### src/rtl/rxto_pkg.sv
package rxto_pkg;

  localparam int START_BITS = 1;
  localparam int MIN_DATA   = 5;
  localparam int MAX_FRAME  = 12;

  typedef struct packed {
    logic [1:0] data_len;
    logic       parity_en;
    logic       two_stop;
  } frame_cfg_t;

  function automatic logic [3:0] frame_bits(input frame_cfg_t c);
    logic [3:0] n;
    n = 4'(START_BITS + MIN_DATA) + {2'b00, c.data_len};
    n = n + {3'b000, c.parity_en};
    n = n + (c.two_stop ? 4'd2 : 4'd1);
    return n;
  endfunction

endpackage

### src/rtl/rxto_rst_sync.sv
module rxto_rst_sync (
  input  logic clk,
  input  logic rst_n,
  output logic rst_n_sync
);

  logic [1:0] stage_q;

  always_ff @(posedge clk or negedge rst_n) begin
    if (!rst_n) begin
      stage_q <= 2'b00;
    end else begin
      stage_q <= {stage_q[0], 1'b1};
    end
  end

  assign rst_n_sync = stage_q[1];

endmodule

### src/rtl/rxto_frame_len.sv
module rxto_frame_len
  import rxto_pkg::*;
#(
  parameter int CHAR_TIMES = 4,
  parameter int CNT_W      = 6
) (
  input  frame_cfg_t       cfg,
  output logic [CNT_W-1:0] limit
);

  logic [3:0]       fbits;
  logic [CNT_W+3:0] prod;

  always_comb begin
    fbits = frame_bits(cfg);
    prod  = (CNT_W+4)'(CHAR_TIMES) * {{CNT_W{1'b0}}, fbits};
    limit = CNT_W'(prod + 1'b1);
  end

endmodule

### src/rtl/rxto_char_timer.sv
module rxto_char_timer #(
  parameter int CNT_W = 6
) (
  input  logic             clk,
  input  logic             rst_n,
  input  logic             tick,
  input  logic             restart,
  input  logic             hold,
  input  logic [CNT_W-1:0] limit,
  output logic             hit
);

  logic [CNT_W-1:0] cnt_q;
  logic [CNT_W-1:0] cnt_d;
  logic             cnt_en;
  logic [CNT_W:0]   cnt_inc;
  logic             at_lim;

  always_comb begin
    cnt_inc = {1'b0, cnt_q} + 1'b1;
    at_lim  = (cnt_q >= limit);
    hit     = tick && !restart && !hold && (cnt_inc >= {1'b0, limit});
    cnt_en  = restart || hold || (tick && !at_lim);
    if (restart || hold) begin
      cnt_d = '0;
    end else begin
      cnt_d = cnt_inc[CNT_W-1:0];
    end
  end

  always_ff @(posedge clk or negedge rst_n) begin
    if (!rst_n) begin
      cnt_q <= '0;
    end else if (cnt_en) begin
      cnt_q <= cnt_d;
    end
  end

endmodule

### src/rtl/rxto_pend_flag.sv
module rxto_pend_flag (
  input  logic clk,
  input  logic rst_n,
  input  logic set,
  input  logic clr,
  output logic pend
);

  logic pend_q;
  logic pend_d;

  always_comb begin
    if (clr) begin
      pend_d = 1'b0;
    end else if (set) begin
      pend_d = 1'b1;
    end else begin
      pend_d = pend_q;
    end
  end

  always_ff @(posedge clk or negedge rst_n) begin
    if (!rst_n) begin
      pend_q <= 1'b0;
    end else begin
      pend_q <= pend_d;
    end
  end

  assign pend = pend_q;

endmodule

### src/rtl/rx_timeout_det.sv
module rx_timeout_det
  import rxto_pkg::*;
#(
  parameter int LVL_W      = 6,
  parameter int CHAR_TIMES = 4
) (
  input  logic             clk,
  input  logic             rst_n,
  input  logic             bit_tick,
  input  logic             rx_push,
  input  logic             rx_pop,
  input  logic [LVL_W-1:0] rx_level,
  input  logic             rx_int_en,
  input  logic [1:0]       data_len,
  input  logic             parity_en,
  input  logic             two_stop,
  output logic             timeout_pend
);

  localparam int CNT_W = $clog2(CHAR_TIMES * MAX_FRAME + 2);

  logic             rst_n_int;
  frame_cfg_t       cfg;
  logic [CNT_W-1:0] limit;
  logic             fifo_empty;
  logic             quiet;
  logic             restart;
  logic             hit;

  always_comb begin
    cfg.data_len  = data_len;
    cfg.parity_en = parity_en;
    cfg.two_stop  = two_stop;
    fifo_empty    = (rx_level == '0);
    quiet         = fifo_empty || !rx_int_en;
    restart       = rx_push || rx_pop;
  end

  rxto_rst_sync u_rst (
    .clk        (clk),
    .rst_n      (rst_n),
    .rst_n_sync (rst_n_int)
  );

  rxto_frame_len #(
    .CHAR_TIMES (CHAR_TIMES),
    .CNT_W      (CNT_W)
  ) u_len (
    .cfg   (cfg),
    .limit (limit)
  );

  rxto_char_timer #(
    .CNT_W (CNT_W)
  ) u_tmr (
    .clk     (clk),
    .rst_n   (rst_n_int),
    .tick    (bit_tick),
    .restart (restart),
    .hold    (quiet),
    .limit   (limit),
    .hit     (hit)
  );

  rxto_pend_flag u_flag (
    .clk   (clk),
    .rst_n (rst_n_int),
    .set   (hit),
    .clr   (quiet || rx_pop),
    .pend  (timeout_pend)
  );

endmodule

### config.mk
export PLATFORM = sky130hd
export DESIGN_NAME = rx_timeout_det
export DESIGN_NICKNAME = d
export VERILOG_FILES = /design/src/rtl/rxto_pkg.sv /design/src/rtl/rxto_rst_sync.sv /design/src/rtl/rxto_frame_len.sv /design/src/rtl/rxto_char_timer.sv /design/src/rtl/rxto_pend_flag.sv /design/src/rtl/rx_timeout_det.sv
export SDC_FILE = /design/constraint.sdc
export NUM_CORES = 1
export LEC_CHECK = 0
export CAP_MARGIN = 20
export CORE_UTILIZATION = 45
export CTS_CLUSTER_DIAMETER = 120
export DETAILED_ROUTE_END_ITERATION = 8
export GPL_ROUTABILITY_DRIVEN = 0
export GPL_TIMING_DRIVEN = 0
export PLACE_DENSITY = 0.78
export SETUP_SLACK_MARGIN = 0.15
export SLEW_MARGIN = 20
export SYNTH_ARGS = -nofsm -noshare
export SYNTH_HDL_FRONTEND = slang
export SYNTH_SLANG_ARGS = --single-unit
export TNS_END_PERCENT = 30
### constraint.sdc
create_clock -name clk -period 0.8 [get_ports clk]
set_input_delay 0.16 -clock clk [delete_from_list [all_inputs] [get_ports clk]]
set_output_delay 0.16 -clock clk [all_outputs]
set_load 0.02 [all_outputs]
==> summary.md <==
| Metric | Value |
|---|---|
| CP required | 940 ps |
| Critical Path End Type | flop |
| Filler cells | 122 |
| Worst Path Arrival | 2160 ps |
| Critical path launch point type | flop |
| Residual DRC | 0 |
| P_leak | 0.4932 nW |
| Hold Vio Cnt, Final | 0 |
| Cell variety after synth | 32 |
| Seq cells post-synth | 9 |
| Min Tclk post-route | 2027 ps |
| Slew Viols, Final | 0 |
| Total power draw | 1.161 mW |
| Failing checks | negative setup slack |
| Crit. Startpoint | u_tmr.cnt_q[1] |
| Synth Area per Inst | 9.994 um^2 |
| Clock buffer depth | 2 |
| Highest Clock Rate | 493.3 MHz |
| DR WL met2 | 857 um |
| Final period util | 2.534 |
| Clock skew | 0.7608 ps |
| Die height | 44.68 um |
| IO Port Bufs | 16 |
| Router iterations before antenna repair | 4 |
| Final setup vio count | 8 |
| Cells after DPL | 123 |
| Worst r2r path cells | 8 |
| Syn_nets | 112 |
| Multi-input combinational cell area | 683.2 um^2 |
| Crit path capture | u_flag.pend |
| Commonest non-fill, non-tap cells in the layout | clkdlybuf4s50_1 (11), ha_4 (7) |
| Dpl hpwl | 1.199 mm |
| I/O Pins | 17 |
| Area Overhead vs Synth | 48.70% |
| Initial antenna violation count | 0 |
| Routed WL | 1.614 mm |
| CTS tree | built |
| Met1 WL | 696 um |
| Vias in the first global route | 611 |
| Layout cells sized above 1 | 0.4579 |
| Pre-CTS WS | -1846 ps |
| ANT cells | 0 |
| CORE AREA | 1708 um^2 |
| Unrepaired setup endpoints after global routing | yes |
| Worst VDD drop | 0.0009100 V |
| CTS buffer count | 3 |
| Via count | 649 |
| Setup_tns | -8068 ps |
| CTS Sinks | 9 |
| Max-cap viol count | 0 |
| Vias/cell | 4.917 |
| Total track usage | 0.1733 |
| Status | finished, violations left |
| Largest net degree at the start of global routing | 8 |
| Initial core utilization | 0.4799 |
| Die X | 44.68 um |
| Clock latency on the worst-skew pair | 250 ps |
| Gr ovfl total | 0 |
| Min setup slack post-route | -1227 ps |
| Pwr dens | 952.7 nW/um^2 |
| Metal3 WL | 37 um |
| Crit path kind | reg2reg |
| Die area | 1996 um^2 |
| Clock transition at the registers of the reported paths | 50 ps |
| Crit Reg-Reg Endpoint | u_flag.pend |
| # nets final | 138 |
| Post-Layout Cell Count | 132 |
| CTS root buf | clkbuf_4 |
| Sequential area share after synthesis | 0.2748 |
| Worst R2R Setup Slack | -1230 ps |
| First DRT Iteration DRCs | 5 |
| CTS HTree Levels | 1 |
| Top Metal Used | met4 |
| Commonest non-fill, non-tap cell in the layout | clkdlybuf4s50_1 |
| Register area | 229.0 um^2 |
| Reg2reg start | u_tmr.cnt_q[1] |
| Synthesized area | 819.5 um^2 |
| Post-Synthesis Cells | 82 |
| Number of cell rows | 15 |
| Largest fanout on the critical path | 3 |
| Worst min path class | in2async |
| DR WL/cell | 12.23 um |
| First-pass GRT wire length | 2.428 mm |
| Yosys warns | 0 |
| Worst hold slack | 64.41 ps |
| Routed Antenna Nets | 0 |
==> registers in the layout, indices dropped and copies added, names as in the netlist <==
name and flops:
u_flag.pend 1, u_tmr.cnt_q 6, u_rst.stage_q 2
==> where the power goes <==
| group | leakage [nW] | switching (mW) | internal (mW) | total, mW |
|---|---|---|---|---|
| clock | 0.0150 | 0.139 | 0.191 | 0.329 |
| combinational | 0.362 | 0.163 | 0.195 | 0.359 |
| sequential | 0.116 | 0.0100 | 0.463 | 0.473 |
==> cell usage after synthesis <==
cell / instances / share of area
a21oi_1: 1 / 0.0061
a31oi_1: 1 / 0.0076
nor3b_2: 1 / 0.015
or4_1: 1 / 0.0092
xnor2_1: 8 / 0.085
xor2_1: 1 / 0.011
a211oi_2: 4 / 0.061
dfrtp_1: 9 / 0.27
mux2i_1: 1 / 0.012
nor2_2: 1 / 0.0076
o21ai_1: 1 / 0.0061
nand2b_2: 1 / 0.011
a21oi_2: 1 / 0.011
fa_1: 1 / 0.024
ha_1: 13 / 0.20
a211oi_1: 1 / 0.0092
a311o_4: 1 / 0.024
nor2b_1: 1 / 0.0076
o31ai_1: 1 / 0.0092
inv_1: 12 / 0.055
nor3_1: 1 / 0.0061
conb_1: 1 / 0.0046
nand3_2: 2 / 0.024
nor3b_1: 1 / 0.0092
nand2_1: 4 / 0.018
o21ai_0: 1 / 0.0061
buf_6: 1 / 0.014
nor2_1: 6 / 0.027
maj3_2: 1 / 0.014
o21ai_2: 1 / 0.011
o21a_1: 1 / 0.0092
or2_4: 1 / 0.011
==> per-layer routing <==
| layer | GRT usage | up-vias |
|---|---|---|
| met4 | 0.1091 | 0 |
| met3 | 0.02449 | 2 |
| met2 | 0.3176 | 10 |
| li1 | - | 325 |
| met1 | 0.1837 | 312 |
| met5 | 0 | - |
==> timing repair <==
item,in CTS,in global routing
buffers inserted,3,2
setup endpoints to repair,8,8
resized for setup,26,13
hold buffers,0,0
pin swaps,11,10
==> cell families after synthesis <==
kind of cell / count (synthesis) / synth area share
AOI/OAI and AO/OA: 14 / 0.1603
xor gates and xnor gates: 9 / 0.09619
adders and majority gates: 15 / 0.2366
buffers and inverters: 13 / 0.06870
DFF: 9 / 0.2748
muxes: 1 / 0.01221
other: 1 / 0.004576
and+or+nand+nor: 20 / 0.1466
==> critical path: stages (launching register included) <==
cell and delay (ps):
dfrtp_2 450, ha_4 180, xor2_1 130, ha_1 290, a31oi_1 130, o21ai_1 110
maj3_2 320, a211oi_2 210, o31ai_1 90
==> metrics by stage <==
| stage | cell area (um^2) | utilization |
|---|---|---|
| 2_1_floorplan | 864.6 | - |
| 3_3_place_gp | 1056 | 0.6183 |
| 3_5_place_dp | 1056 | 0.6183 |
| 4_1_cts | 1151 | 0.6740 |
| 5_1_grt | 1219 | 0.7136 |
| 6_report | 1219 | 0.7136 |
==> cell type report <==
type / instances / share of cell area
Buffer: 1 / 0.009240
Clock buffer: 4 / 0.02156
Inverter: 12 / 0.03901
Multi-Input combinational cell: 60 / 0.5606
Sequential cell: 9 / 0.1879
Tap cell: 25 / 0.02567
Timing Repair Buffer: 21 / 0.1561
==> worst min path at each step <==
stage / depth (start not counted) / to / slack (ps) / from
floorplan: 0 / u_rst.stage_q[0] / -140 / rst_n
global placement: 0 / u_tmr.cnt_q[4] / 110 / u_rst.stage_q[1]
detailed placement: 0 / u_tmr.cnt_q[3] / 110 / u_rst.stage_q[1]
CTS: 1 / u_rst.stage_q[1] / 50 / rst_n
global route: 1 / u_rst.stage_q[0] / 50 / rst_n
finish: 1 / u_rst.stage_q[1] / 60 / rst_n
Note: power is estimated with default switching activity, not from simulation.
